`config.mk`:
```
export PLATFORM = sky130hd
export DESIGN_NAME = uart_baud_gen
export DESIGN_NICKNAME = d
export VERILOG_FILES = /design/src/rtl/uart_bg_pkg.sv /design/src/rtl/uart_bg_regs.sv /design/src/rtl/uart_bg_rate.sv /design/src/rtl/uart_bg_timeout.sv /design/src/rtl/uart_baud_gen.sv
export SDC_FILE = /design/constraint.sdc
export NUM_CORES = 1
export LEC_CHECK = 0
export ABC_AREA = 1
export BUFFER_PORTS_ARGS = -buffer_cell sky130_fd_sc_hd__buf_4
export CORE_ASPECT_RATIO = 1.25
export CORE_UTILIZATION = 45
export CTS_BUF_LIST = sky130_fd_sc_hd__clkbuf_4 sky130_fd_sc_hd__clkbuf_8
export CTS_CLUSTER_SIZE = 14
export DETAILED_ROUTE_END_ITERATION = 10
export MAX_ROUTING_LAYER = met4
export PLACE_DENSITY_LB_ADDON = 0.3
export SETUP_SLACK_MARGIN = 0.15
export SLEW_MARGIN = 0
export SYNTH_ARGS = -nofsm -noshare
export SYNTH_HDL_FRONTEND = slang
export SYNTH_HIERARCHICAL = 1
export SYNTH_SLANG_ARGS = --single-unit
```
`constraint.sdc`:
```
create_clock -name clk -period 3.1 [get_ports clk]
set_clock_uncertainty 0.1 [all_clocks]
set_input_delay 0.62 -clock clk [delete_from_list [all_inputs] [get_ports clk]]
set_output_delay 0.62 -clock clk [all_outputs]
set_load 0.1 [all_outputs]
```
`src/rtl/uart_bg_pkg.sv`:
```
package uart_bg_pkg;

    localparam int MODE_W = 8;
    localparam int LEN_W  = 4;

    typedef enum logic [1:0] {
        SEL_MODE   = 2'd0,
        SEL_CLKDIV = 2'd1,
        SEL_BITDIV = 2'd2,
        SEL_TMO    = 2'd3
    } reg_sel_e;

    typedef struct packed {
        logic [1:0] stop_f;
        logic [2:0] par_f;
        logic [1:0] width_f;
        logic       presc;
    } mode_t;

    function automatic logic [LEN_W-1:0] data_bits(input logic [1:0] f);
        case (f)
            2'd3:    return LEN_W'(6);
            2'd2:    return LEN_W'(7);
            default: return LEN_W'(8);
        endcase
    endfunction

    function automatic logic [LEN_W-1:0] frame_bits(input mode_t m);
        logic [LEN_W-1:0] n;
        n = LEN_W'(1) + data_bits(m.width_f);
        if (m.par_f <= 3'd1)
            n = n + LEN_W'(1);
        n = n + ((m.stop_f == 2'd3) ? LEN_W'(1) : LEN_W'(2));
        return n;
    endfunction

endpackage

```
`src/rtl/uart_bg_regs.sv`:
```
module uart_bg_regs
    import uart_bg_pkg::*;
#(
    parameter int                DIV_W      = 16,
    parameter int                BDIV_W     = 8,
    parameter int                TO_W       = 8,
    parameter int                WR_W       = 32,
    parameter int                CLKDIV_MIN = 1,
    parameter int                BITDIV_MIN = 4,
    parameter logic [DIV_W-1:0]  CLKDIV_RST = 16'h028B,
    parameter logic [BDIV_W-1:0] BITDIV_RST = 8'h0F
) (
    input  logic              clk,
    input  logic              rst,
    input  logic              wr_en,
    input  logic [1:0]        wr_sel,
    input  logic [WR_W-1:0]   wr_data,
    output mode_t             mode_q,
    output logic [DIV_W-1:0]  clk_div_q,
    output logic [BDIV_W-1:0] bit_div_q,
    output logic [TO_W-1:0]   tmo_q,
    output logic              restart
);

    logic mode_wr, clk_ok, bit_ok, tmo_wr;

    always_comb begin
        mode_wr = wr_en && (reg_sel_e'(wr_sel) == SEL_MODE);
        clk_ok  = wr_en && (reg_sel_e'(wr_sel) == SEL_CLKDIV) && (wr_data >= WR_W'(CLKDIV_MIN));
        bit_ok  = wr_en && (reg_sel_e'(wr_sel) == SEL_BITDIV) && (wr_data >= WR_W'(BITDIV_MIN));
        tmo_wr  = wr_en && (reg_sel_e'(wr_sel) == SEL_TMO);
        restart = mode_wr || clk_ok || bit_ok;
    end

    always_ff @(posedge clk) begin
        if (rst) begin
            mode_q    <= '0;
            clk_div_q <= CLKDIV_RST;
            bit_div_q <= BITDIV_RST;
            tmo_q     <= '0;
        end else begin
            if (mode_wr) mode_q    <= mode_t'(wr_data[MODE_W-1:0]);
            if (clk_ok)  clk_div_q <= wr_data[DIV_W-1:0];
            if (bit_ok)  bit_div_q <= wr_data[BDIV_W-1:0];
            if (tmo_wr)  tmo_q     <= wr_data[TO_W-1:0];
        end
    end

endmodule

```
`src/rtl/uart_bg_rate.sv`:
```
module uart_bg_rate #(
    parameter int DIV_W  = 16,
    parameter int BDIV_W = 8,
    parameter int PRESC  = 8
) (
    input  logic              clk,
    input  logic              rst,
    input  logic              restart,
    input  logic              presc_sel,
    input  logic [DIV_W-1:0]  clk_div,
    input  logic [BDIV_W-1:0] bit_div,
    output logic              sample_tick,
    output logic              bit_tick
);

    localparam int PRE_W = (PRESC > 1) ? $clog2(PRESC) : 1;

    logic src_en;

    generate
        if (PRESC > 1) begin : g_pre
            logic [PRE_W-1:0] pre_cnt;
            always_ff @(posedge clk) begin
                if (rst || restart)
                    pre_cnt <= '0;
                else if (pre_cnt == PRE_W'(PRESC - 1))
                    pre_cnt <= '0;
                else
                    pre_cnt <= pre_cnt + PRE_W'(1);
            end
            assign src_en = presc_sel ? (pre_cnt == PRE_W'(PRESC - 1)) : 1'b1;
        end else begin : g_nopre
            assign src_en = 1'b1;
        end
    endgenerate

    logic [DIV_W-1:0]  s_cnt;
    logic [BDIV_W-1:0] b_cnt;

    always_ff @(posedge clk) begin
        if (rst || restart) begin
            s_cnt       <= '0;
            sample_tick <= 1'b0;
        end else if (src_en) begin
            if (s_cnt <= DIV_W'(1)) begin
                s_cnt       <= clk_div;
                sample_tick <= 1'b1;
            end else begin
                s_cnt       <= s_cnt - DIV_W'(1);
                sample_tick <= 1'b0;
            end
        end else begin
            sample_tick <= 1'b0;
        end
    end

    always_ff @(posedge clk) begin
        if (rst || restart) begin
            b_cnt    <= '0;
            bit_tick <= 1'b0;
        end else if (sample_tick) begin
            if (b_cnt >= bit_div) begin
                b_cnt    <= '0;
                bit_tick <= 1'b1;
            end else begin
                b_cnt    <= b_cnt + BDIV_W'(1);
                bit_tick <= 1'b0;
            end
        end else begin
            bit_tick <= 1'b0;
        end
    end

endmodule

```
`src/rtl/uart_bg_timeout.sv`:
```
module uart_bg_timeout #(
    parameter int LEN_W = 4
) (
    input  logic             clk,
    input  logic             rst,
    input  logic             rx_byte,
    input  logic             bit_tick,
    input  logic             tmo_en,
    input  logic [LEN_W-1:0] char_len,
    output logic             rx_timeout
);

    localparam int CNT_W = LEN_W + 2;

    logic             armed;
    logic [CNT_W-1:0] cnt;
    logic [CNT_W-1:0] target;

    assign target = {char_len, 2'b00};

    always_ff @(posedge clk) begin
        if (rst) begin
            armed      <= 1'b0;
            cnt        <= '0;
            rx_timeout <= 1'b0;
        end else begin
            rx_timeout <= 1'b0;
            if (rx_byte) begin
                armed <= 1'b1;
                cnt   <= '0;
            end else if (armed && bit_tick) begin
                if (cnt + CNT_W'(1) >= target) begin
                    armed      <= 1'b0;
                    cnt        <= '0;
                    rx_timeout <= tmo_en;
                end else begin
                    cnt <= cnt + CNT_W'(1);
                end
            end
        end
    end

endmodule

```
`src/rtl/uart_baud_gen.sv`:
```
module uart_baud_gen
    import uart_bg_pkg::*;
#(
    parameter int DIV_W  = 16,
    parameter int BDIV_W = 8,
    parameter int TO_W   = 8,
    parameter int WR_W   = 32,
    parameter int PRESC  = 8
) (
    input  logic              clk,
    input  logic              rst,
    input  logic              wr_en,
    input  logic [1:0]        wr_sel,
    input  logic [WR_W-1:0]   wr_data,
    input  logic              rx_byte,
    output logic              sample_tick,
    output logic              bit_tick,
    output logic              rx_timeout,
    output logic [DIV_W-1:0]  clk_div_o,
    output logic [BDIV_W-1:0] bit_div_o,
    output logic [LEN_W-1:0]  char_len_o
);

    mode_t           mode_q;
    logic [TO_W-1:0] tmo_q;
    logic            restart;

    uart_bg_regs #(
        .DIV_W  (DIV_W),
        .BDIV_W (BDIV_W),
        .TO_W   (TO_W),
        .WR_W   (WR_W)
    ) regs_i (
        .clk       (clk),
        .rst       (rst),
        .wr_en     (wr_en),
        .wr_sel    (wr_sel),
        .wr_data   (wr_data),
        .mode_q    (mode_q),
        .clk_div_q (clk_div_o),
        .bit_div_q (bit_div_o),
        .tmo_q     (tmo_q),
        .restart   (restart)
    );

    assign char_len_o = frame_bits(mode_q);

    uart_bg_rate #(
        .DIV_W  (DIV_W),
        .BDIV_W (BDIV_W),
        .PRESC  (PRESC)
    ) rate_i (
        .clk         (clk),
        .rst         (rst),
        .restart     (restart),
        .presc_sel   (mode_q.presc),
        .clk_div     (clk_div_o),
        .bit_div     (bit_div_o),
        .sample_tick (sample_tick),
        .bit_tick    (bit_tick)
    );

    uart_bg_timeout #(
        .LEN_W (LEN_W)
    ) tmo_i (
        .clk        (clk),
        .rst        (rst),
        .rx_byte    (rx_byte),
        .bit_tick   (bit_tick),
        .tmo_en     (tmo_q != '0),
        .char_len   (char_len_o),
        .rx_timeout (rx_timeout)
    );

endmodule

```
== Word-level counts from Yosys, hierarchy flattened ==
Index checks and enable logic that the tools add are counted.
Operators by class
  add/subtract/negate cells: 7
  $mul: 0
  divide/modulo/power cells: 0
  order comparisons: 6
  equal/unequal tests: 7
  shift operators: 0
  mux-type cells: 12
  bitwise logic cells: 4
  reductions and logical operators: 20
Operators by type and width (count)
  $ge 32x1->1 const B: 1
  $ge 32x3->1 const B: 1
  $le 16x1->1 const B: 1
  $mux 16: 1
  $sub 16x1->16 const B: 1
  $eq 2x2->1 const B: 5
  $add 8x1->8 const B: 1
  $ge 8x8->1: 1
  $mux 8: 1
  $pmux 4 s2: 1
  $reduce_bool 8->1: 1
  $reduce_or 2->1: 4
  $logic_and 1x1->1: 7
  $add 6x1->6 const B: 1
  $ge 6x6->1: 1
  $mux 1: 6
  $mux 6: 1
  $add 1x4->4 const A: 1
  $add 4x1->4 const B: 1
  $add 4x2->4: 1
  $mux 4: 1
  $not 1->1: 4
  $reduce_bool 2->1: 2
  $reduce_or 4->1: 1
  other kinds (8): 10
Storage, ports and cells
  register bits after elaboration: 77
  bits in latches: 0
  bits in writable memories: 0
  ROM bits: 0
  output and inout bits: 31
  memories: 0

== Depth between registers and ports, before layout ==
Gate-level depths: netlist of the first run.
  word-level depth: 10
  gate-level depth with buffers: 19
  depth with buffers taken out: 19

== Modules after synthesis ==
The synthesis of the first run kept the hierarchy.
Modules (own cells, without submodules)
  uart_bg_rate: times used 1, cells an instance 308, area each 2010.7 µm², sequential area each 580.6 µm²
  uart_bg_regs: times used 1, cells an instance 255, area each 1714.1 µm², sequential area each 800.8 µm²
  uart_bg_timeout: times used 1, cells an instance 73, area each 505.5 µm², sequential area each 160.2 µm²
  uart_baud_gen: times used 1, cells an instance 33, area each 173.9 µm², sequential area each 0.0 µm²

== Worst setup path after synthesis of the first run ==
Ideal clock, no wire load.
  path kind: reg2reg
  start point: reg regs_i/mode_q[5] (netlist name)
  end point: reg tmo_i.cnt[0]
  setup time: 70 ps
  data arrival time: 2841 ps
  data required time: 2930 ps
  setup slack: 88 ps
  stages on the path, launching flop included: 20
  cell sequence: dfxtp_1 inv_2 nand2_2 o21ai_1 nand2_1 ha_1 inv_1 fa_1 inv_1 nand2_1 nand2_1 inv_1 ha_1 nand2_1 inv_1 nand2_1 nand3_1 nand2_1 nand2_1 a21oi_1
Between the ends
  word-level cells in the longest chain between the ends: 5
Ends and longest elaborated chain
  $le 3x1->1: line uart_bg_pkg.sv:31  | if (m.par_f <= 3'd1)
  $mux 4: line uart_bg_pkg.sv:31
  $add 4x2->4: line uart_bg_pkg.sv:33  | n = n + ((m.stop_f == 2'd3) ? LEN_W'(1) : LEN_W'(2));
  net char_len_o[2]: line uart_baud_gen.sv:21  | output logic [LEN_W-1:0] char_len_o
  $ge 6x6->1: line uart_bg_timeout.sv:32  | if (cnt + CNT_W'(1) >= target) begin
  $mux 6: line uart_bg_timeout.sv:32
  end signal, assigned: line uart_bg_timeout.sv:37  | cnt <= cnt + CNT_W'(1);
  end, declared: line uart_bg_timeout.sv:16  | logic [CNT_W-1:0] cnt;
The timed path passes the listed nets, and every way through them passes these cells.
A chain may end at the register's enable or synchronous reset.

== Worst setup path after layout of the first run ==
  start point: reg regs_i/mode_q[5] (netlist name)
  end point: out char_len_o[1]
Between the ends
  word-level cells in the longest chain between the ends: 3
Ends and longest elaborated chain (line)
  $le 3x1->1: uart_bg_pkg.sv:31
  $mux 4: uart_bg_pkg.sv:31
  $add 4x2->4: uart_bg_pkg.sv:33
  end, declared: uart_baud_gen.sv:21
Every way passes these cells.

==> results of run 1 <==
repair_timing:
item | 4_1_cts | 5_1_grt
setup endpoints to repair | 0 | 5
resized for setup | 0 | 2
hold buffers | 0 | 0
power by group through the flow:
stage | Clock (uW) | Sequential [uW] | Combinational [uW]
2_1_floorplan | 0 | 1360 | 1340
3_3_place_gp | 0 | 1260 | 1750
3_5_place_dp | 0 | 1260 | 1780
4_1_cts | 863 | 1240 | 1780
5_1_grt | 897 | 1260 | 1990
6_report | 841 | 1240 | 1780
layout make-up:
| type | instances | share of cell area (%) |
|---|---|---|
| multi-input combinational | 483 | 46.40 |
| sequential | 76 | 29.18 |
| timing repair buffer | 72 | 10.43 |
| inverter | 93 | 6.763 |
| tap | 123 | 2.950 |
| clock buffer | 10 | 2.638 |
| clock inverter | 5 | 1.631 |
worst paths after layout:
check                                                to  slack (ps)  cells past startpoint
worst min register to register  rate_i/g_pre.pre_cnt[0]         330                      1
worst max register to register             tmo_i/cnt[0]         480                     17
worst min-delay path            rate_i/g_pre.pre_cnt[0]         330                      1
worst max-delay path                      char_len_o[1]         290                      9
routing by layer:
| metal | GRT usage, % | routed length (microns) | vias to the layer above |
|---|---|---|---|
| li1 | - | - | 2192 |
| met1 | 24.24 | 4474 | 1880 |
| met2 | 38.78 | 5338 | 85 |
| met3 | 3.388 | 414 | 26 |
| met4 | 9.570 | 285 | 0 |
| met5 | - | 0 | - |
worst reg2reg max path, stage by stage (launching register included):
cell	delay [ps]
dfxtp_1	390
inv_2	50
nand2_2	100
o21ai_1	70
nand2_1	70
ha_1	160
inv_1	50
fa_1	530
clkinvlp_4	100
inv_1	60
ha_1	230
nand2_1	80
nor2_1	40
nand2_1	50
nand3_1	80
nand2_1	110
nand2_1	160
a21oi_1	140
per-stage QoR:
stage	total power, uW	setup slack, ps	utilization, %	std cells	area [sq um]
after detailed placement	3036	313.2	53.82	847	4990
after global routing	4145	164.9	56.28	862	5218
after floorplan	2694	279.6	-	666	4380
after CTS	3885	253.0	56.22	862	5213
final	3856	285.5	56.28	862	5218
after global placement	3008	416.6	53.82	847	4990
registers in the layout, indices dropped and copies added (netlist names):
signal,flops
tmo_i/armed,1
tmo_i/cnt,6
tmo_i/rx_timeout,1
rate_i/sample_tick,1
regs_i/bit_div_q,8
rate_i/bit_tick,1
regs_i/mode_q,7
rate_i/s_cnt,16
rate_i/b_cnt,8
rate_i/g_pre.pre_cnt,3
regs_i/tmo_q,8
regs_i/clk_div_q,16
layout by cell type (no fill, tap or decap), types with 2 or more instances in the layout:
cell type,n
a21oi_1,22
buf_4,71
bufinv_16,2
clkbuf_8,10
clkinvlp_4,2
dfxtp_1,75
ha_1,21
inv_1,83
inv_2,9
mux2i_1,2
nand2_1,171
nand2_2,10
nand3_1,52
nand3_2,2
nand3b_1,4
nand4_1,5
nor2_1,122
nor2_2,20
nor2_4,5
o21ai_0,20
o21ai_1,5
xnor2_1,4
xor2_1,8
==> run_results.csv, run 1 <==
group,metric,value,unit
cts,post_cts_buffers,0,
cts,path_clk_slew,70,ps
worst_setup_path,critPathCaptureType,"output pin",
cts,tritoncts,"yes",
sta,fmax,355.3,MHz
sta,hold_viol,0,
sta,finalCriticalPeriod,2814,ps
pwr,p_clk_share,21.8,%
floorplanning,io_pins,69,
yosys,synth_cells,666,
finish,syn_to_final_growth,19.28,%
placement,hpwlAfterDp,8238,microns
outcome,outcome,"complete, no violations",
finish,nNetsFinal,795,
pwr,switching_power,1692,uW
placement,io_buffers,68,
worst_setup_path,path_cells,"inv_2, nand2_2, o21ai_1, nand2_1, ha_1, inv_1, fa_1, clkinvlp_4, buf_4",
placement,gp_congestion,0.8583,
worst_setup_path,path_max_fanout,4,
worst_setup_path,critical_path_class,"flop to output pin",
worst_setup_path,crit_required,2380,ps
sta,setup_viol,0,
pwr,seqPwrFrac,32.1,%
drt,first_iter_violations,167,
grt,antenna_found_initial,0,
pwr,p_int,2163,uW
floorplanning,start_util,47.18,%
worst_setup_path,critPathTopFamily,"adder cells",
floorplanning,die_area,0.01012,sq mm
worst_setup_path,crit_slowest_cell,"fa_1",
worst_setup_path,crit_buf_inv,4,
yosys,synth_area_per_cell,6.568,sq um
cts,cts_root_buf,"clkbuf_8",
yosys,yosys_warnings,6,
sta,holdWs,329.5,ps
floorplanning,coreArea,0.009271,sq mm
cts,worst_skew_pair.late_latency,350,ps
cts,htreeDepth,3,
drt,via_count,4183,
floorplanning,chipWidth,90.19,microns
worst_hold_path,min-delay-start,"rate_i/g_pre.pre_cnt[0]",
finish,num_antenna_cells,0,
cts,clock_path_buffers,2,
drt,firstDrtPassIters,4,
drt,wl_per_cell,12.20,microns
drt,routed_wl,10510,microns
drt,drc,0,
pwr,power.density,739.0,mW/mm^2
yosys,synth_nets,726,
worst_setup_path,worstSetupStartpointType,"flop",
finish,layout-drive-gt1-share,19.22,%
cts,cts-buffers-inserted,9,
sta,drv_slew,0,
grt,grt_pass1_vias,3977,
drt,ant_nets,0,
sta,tns,0,ps
worst_setup_path,arrival,2090,ps
drt,via_per_inst,4.853,
pwr,p_sw_share,43.90,%
sta,relSlewSlack,52.39,%
sta,tightest_slew,711.6,ps
worst_hold_path,hold_class,"flop to flop",
pwr,vdd.ir_drop.worst,0.2871,mV
job,drv_cap,0,
yosys,synthesis.area,0.004374,sq mm
finish,seq_area,0.001523,sq mm
pwr,p_leak,0.002646,uW
finish,nFillCells,912,
worst_setup_path,setup.worst_path.start,"regs_i/mode_q[5]",
grt,grt_max_degree,26,
floorplanning,die_h,112.2,microns
grt,grtUsageTotal,21.89,%
grt,grt_pass1_wl,17550,microns
worst_setup_path,slowest_delay,530,ps
floorplanning,rows,39,
cts,cts.sinks,76,
worst_setup_path,reg2reg_from,"regs_i/mode_q[5]",
pwr,p_comb_share,46.1,%
sta,rsz0062_at_grt,"false",
sta,fin_crit_sh,90.79,%
grt,grt.overflow.total,0,
finish,multi_input_area,0.002421,sq mm
Note: power is estimated with default switching activity, not from simulation.
==> run 2: changes to the inputs <==
--- a/config.mk
+++ b/config.mk
@@ -8,7 +8,7 @@
 export ABC_AREA = 1
 export BUFFER_PORTS_ARGS = -buffer_cell sky130_fd_sc_hd__buf_4
 export CORE_ASPECT_RATIO = 1.25
-export CORE_UTILIZATION = 45
+export CORE_UTILIZATION = 59
 export CTS_BUF_LIST = sky130_fd_sc_hd__clkbuf_4 sky130_fd_sc_hd__clkbuf_8
 export CTS_CLUSTER_SIZE = 14
 export DETAILED_ROUTE_END_ITERATION = 10
==> run 2 against run 1 <==
Against the previous run:
- sequential share of layout area grew 0.29 points
- power decreased by 1.4%
- first-iteration DRC count grew 46%
- sequential cell count did not move
- highest routed layer unchanged
==> run_results.csv, run 2 (synthesized netlist as in run 1, its figures left out) <==
group,metric,value,unit
grt,grtUsageTotal,28.70,%
sta,holdWs,344.8,ps
worst_hold_path,hold_class,"flop to flop",
sta,hold_viol,0,
placement,hpwlAfterDp,7816,microns
sta,setup_viol,0,
floorplanning,io_pins,69,
finish,final_common_cell,"nand2_1",
floorplanning,rows,34,
sta,fmax,358.1,MHz
grt,grt.overflow.total,0,
finish,nNetsFinal,795,
sta,relSlewSlack,54.76,%
worst_setup_path,crit_required,2380,ps
drt,via_count,4249,
cts,cts_hold_buf,0,
finish,nFillCells,574,
cts,cts-buffers-inserted,9,
sta,tns,0,ps
cts,cts.sinks,76,
finish,reg_top3,"rate_i/s_cnt (16), regs_i/clk_div_q (16)",
pwr,vdd.ir_drop.worst,0.8371,mV
floorplanning,coreArea,0.007062,sq mm
grt,grt_util_met1,33.57,%
finish,final_cell_mix,"nand2_1 (171), nor2_1 (122), inv_1 (83)",
placement,place_area,0.004949,sq mm
grt,antenna_found_initial,0,
pwr,power.density,736.3,mW/mm^2
grt,grt_pass1_vias,3984,
sta,tightest_slew,676.2,ps
finish,syn_to_final_growth,18.02,%
cts,htreeDepth,3,
drt,routed_wl,10080,microns
finish,num_antenna_cells,0,
placement,gp_congestion,0.9091,
drt,drc,0,
grt,grt_pass1_wl,17430,microns
worst_setup_path,worstSetupStartpointType,"flop",
cts,path_clk_slew,80,ps
grt,grt_use_met3,4.112,%
drt,first_iter_violations,244,
pwr,p_leak,0.002638,uW
worst_setup_path,crit_slowest_cell,"dfxtp_1",
cts,worst_skew_pair.late_latency,340,ps
worst_setup_path,path_cells,"inv_1, nor2_1, nand2_1, nand2_1, ha_1, inv_1, fa_1, inv_1, nand2_1, nand2_2, buf_4",
worst_setup_path,crit_buf_inv,4,
drt,via_per_inst,5.119,
worst_setup_path,critPathTopFamily,"adder cells",
worst_setup_path,critPathCaptureType,"output pin",
floorplanning,die_area,0.007764,sq mm
finish,layout-drive-gt1-share,19.19,%
worst_setup_path,slowest_delay,370,ps
grt,grt_max_degree,26,
worst_setup_path,critical_path_class,"flop to output pin",
cts,clock_path_buffers,2,
drt,wl_per_cell,12.14,microns
grt,busiest_layer,"met2",
floorplanning,chipWidth,79.02,microns
cts,tritoncts,"yes",
worst_setup_path,arrival,2070,ps
sta,fin_crit_sh,90.07,%
sta,rsz0062_at_grt,"false",
sta,drv_slew,0,
grt,use_met2,49.47,%
cts,cts_root_buf,"clkbuf_8",
worst_setup_path,path_max_fanout,4,
placement,io_buffers,68,
floorplanning,start_util,61.94,%
floorplanning,die_h,98.27,microns
outcome,outcome,"complete, no violations",
finish,finalInstanceArea,0.005162,sq mm
job,drv_cap,0,
sta,finalCriticalPeriod,2792,ps
drt,ant_nets,0,
drt,firstDrtPassIters,5,
-- run 2: power by group --
| part | leakage [uW] | internal [uW] | switching [uW] | total, uW |
|---|---|---|---|---|
| registers | 0.000621 | 1100 | 143 | 1240 |
| clock network | 0.000102 | 417 | 369 | 786 |
| logic | 0.00191 | 589 | 1180 | 1770 |
| total | 0.00264 | 2110 | 1700 | 3800 |
-- run 2: routing by layer --
| layer | vias to the layer above | routed length, microns |
|---|---|---|
| met5 | - | 0 |
| met2 | 119 | 5239 |
| met3 | 18 | 428 |
| met4 | 0 | 166 |
| met1 | 1918 | 4241 |
| li1 | 2194 | - |
-- run 2: path summary, 6_finish.rpt --
check | start | end | slack, ps | cells past startpoint
worst max-delay path | regs_i/mode_q[2] | char_len_o[2] | 310 | 11
worst min-delay path | rate_i/g_pre.pre_cnt[0] | rate_i/g_pre.pre_cnt[0] | 340 | 1
worst max register to register | regs_i/mode_q[2] | tmo_i/cnt[3] | 470 | 17
worst min register to register | rate_i/g_pre.pre_cnt[0] | rate_i/g_pre.pre_cnt[0] | 340 | 1
-- run 2: what timing repair did --
action / 4_1_cts / 5_1_grt
setup buffers: 0 / 0
gates resized for setup: 0 / 1
setup endpoints to repair: 0 / 1
hold endpoints to repair: 0 / 0
-- run 2: through the flow --
step	util (%)	std cells	power [uW]	worst slack, ps
final	73.10	830	3801	307.7
after CTS	73.05	830	3795	269.2
after detailed placement	70.07	814	3008	423.8
after floorplan	-	666	2694	279.6
after global routing	73.10	830	4080	162.5
after global placement	70.07	814	2960	486.5
-- run 2: cell type report --
class                           instances  area, sq um  area share, %
Sequential cell                        76         1521          29.47
Clock inverter                          5        58.81          1.139
Multi-Input combinational cell        483         2421          46.90
Tap cell                               90        112.6          2.181
Clock buffer                           11        151.4          2.933
Inverter                               93        352.8          6.835
Timing Repair Buffer                   72        544.3          10.54
==> run 3: changes to the inputs <==
--- a/config.mk
+++ b/config.mk
@@ -5,10 +5,10 @@
 export SDC_FILE = /design/constraint.sdc
 export NUM_CORES = 1
 export LEC_CHECK = 0
-export ABC_AREA = 1
+export ABC_CLOCK_PERIOD_IN_PS = 3350
 export BUFFER_PORTS_ARGS = -buffer_cell sky130_fd_sc_hd__buf_4
 export CORE_ASPECT_RATIO = 1.25
-export CORE_UTILIZATION = 59
+export CORE_UTILIZATION = 60
 export CTS_BUF_LIST = sky130_fd_sc_hd__clkbuf_4 sky130_fd_sc_hd__clkbuf_8
 export CTS_CLUSTER_SIZE = 14
 export DETAILED_ROUTE_END_ITERATION = 10
==> constraint.sdc (replaced) <==
create_clock -name clk -period 3.35 [get_ports clk]
set_clock_uncertainty 0.1 [all_clocks]
set_input_delay 0.67 -clock clk [delete_from_list [all_inputs] [get_ports clk]]
set_output_delay 0.67 -clock clk [all_outputs]
set_load 0.1 [all_outputs]
==> run 3 against run 2 <==
Against the previous run:
- critical path depth fell by 4
- first-iteration DRC count grew 7.0%
- worst setup slack lost 12 ps
- sequential power decreased by 11%
- combinational power down 25%
- final area fell by 4.0%
- via count shrank 10%
- cell count is 25% lower
- sequential share of layout area increased by 1.2 points
- critical endpoint unchanged
- largest cell class unchanged
==> run_results.csv, run 3 <==
group,metric,value,unit
sta,hold_viol,0,
sta,rsz0062_at_grt,"false",
worst_setup_path,critical_path_class,"flop to output pin",
finish,reg_top3,"rate_i/s_cnt (16), regs_i/clk_div_q (16)",
yosys,synth_nets,528,
finish,final_common_cell,"dfxtp_1",
pwr,vdd.ir_drop.worst,0.7201,mV
floorplanning,chipWidth,76.30,microns
worst_setup_path,regToRegSetupSlack,420,ps
pwr,p_leak,0.002108,uW
placement,hpwlAfterDp,7918,microns
sta,drv_slew,0,
cts,cts.sinks,76,
worst_hold_path,hold_class,"flop to flop",
sta,setup_viol,0,
worst_setup_path,slowest_delay,450,ps
cts,cts_hold_buf,0,
grt,grt_max_degree,62,
worst_setup_path,critPathTopFamily,"adder cells",
cts,clock_path_buffers,2,
sta,fin_crit_sh,91.18,%
drt,first_iter_violations,261,
drt,routed_wl,10900,microns
sta,holdWs,363.1,ps
worst_setup_path,path_cells,"nor2b_1, xnor2_1, ha_1, inv_1, fa_1, xor2_4, buf_4",
finish,final_cell_mix,"dfxtp_1 (76), buf_4 (73), nor2_1 (56)",
yosys,synth_area_per_cell,8.847,sq um
finish,layout-drive-gt1-share,19.55,%
floorplanning,start_util,62.67,%
grt,grtUsageTotal,31.69,%
grt,grt_pass1_vias,3609,
finish,num_antenna_cells,0,
finish,fin_cells,624,
drt,ant_nets,0,
floorplanning,rows,33,
worst_setup_path,critPathCaptureType,"output pin",
cts,post_cts_buffers,0,
worst_setup_path,path_max_fanout,5,
yosys,yosys_warnings,6,
yosys,synth_cells,468,
drt,firstDrtPassIters,5,
sta,tns,0,ps
finish,syn_to_final_growth,19.67,%
placement,place_area,0.004716,sq mm
drt,via_count,3816,
cts,cts_resized,0,
yosys,synthesis.area,0.004140,sq mm
outcome,outcome,"complete, no violations",
cts,worst_skew_pair.late_latency,350,ps
worst_setup_path,crit_slowest_cell,"fa_1",
pwr,power,3269,uW
cts,htreeDepth,3,
cts,cts_root_buf,"clkbuf_8",
floorplanning,die_area,0.007239,sq mm
pwr,power.density,659.7,mW/mm^2
grt,grt_pass1_wl,17300,microns
cts,path_clk_slew,80,ps
finish,finalInstanceArea,0.004955,sq mm
finish,nNetsFinal,592,
job,drv_cap,0,
cts,tritoncts,"yes",
worst_setup_path,worstSetupStartpointType,"flop",
sta,relSlewSlack,40.43,%
sta,finalCriticalPeriod,3054,ps
worst_setup_path,crit_buf_inv,2,
cts,cts-buffers-inserted,9,
sta,tightest_slew,893.5,ps
finish,nFillCells,481,
worst_setup_path,crit_required,2580,ps
drt,wl_per_cell,17.47,microns
drt,drc,0,
sta,fmax,327.4,MHz
floorplanning,io_pins,69,
placement,gp_congestion,0.9968,
grt,grt.overflow.total,0,
floorplanning,die_h,94.88,microns
worst_setup_path,arrival,2280,ps
drt,via_per_inst,6.115,
grt,antenna_found_initial,0,
placement,io_buffers,68,
placement,dp.cells,608,
floorplanning,coreArea,0.006606,sq mm
[run 3: per-layer routing]
metal	GRT usage (%)	routed length [microns]	vias to the layer above
met5	-	0	-
met4	14.74	289	0
met3	4.058	488	25
met2	57.88	5663	139
met1	34.25	4460	1833
li1	-	-	1819
[run 3: path summary, 6_finish.rpt]
check	from	to	cells after the start
max	regs_i/mode_q[2]	char_len_o[2]	7
min	rate_i/g_pre.pre_cnt[0]	rate_i/g_pre.pre_cnt[0]	1
max reg2reg	regs_i/mode_q[2]	tmo_i/cnt[0]	12
min reg2reg	rate_i/g_pre.pre_cnt[0]	rate_i/g_pre.pre_cnt[0]	1
[run 3: cell type report]
| class | instances | area, sq um | area share [%] |
|---|---|---|---|
| clock buffer | 9 | 123.9 | 2.500 |
| sequential | 76 | 1521 | 30.71 |
| clock inverter | 7 | 115.1 | 2.323 |
| tap | 87 | 108.9 | 2.197 |
| inverter | 23 | 90.09 | 1.818 |
| multi-input combinational | 349 | 2447 | 49.39 |
| timing repair buffer | 73 | 548.0 | 11.06 |
[run 3: per-stage QoR]
step | setup WS [ps] | util, %
floorplan | 170.7 | -
global placement | 437.1 | 71.38
detailed placement | 266.9 | 71.38
CTS | 256.2 | 75.00
global route | 155.2 | 75.00
finish | 295.5 | 75.00
[run 3: where the power goes]
| part | total [uW] | internal (uW) | switching, uW |
|---|---|---|---|
| Sequential | 1100 | 993 | 109 |
| Combinational | 1330 | 466 | 864 |
| Clock | 837 | 492 | 345 |
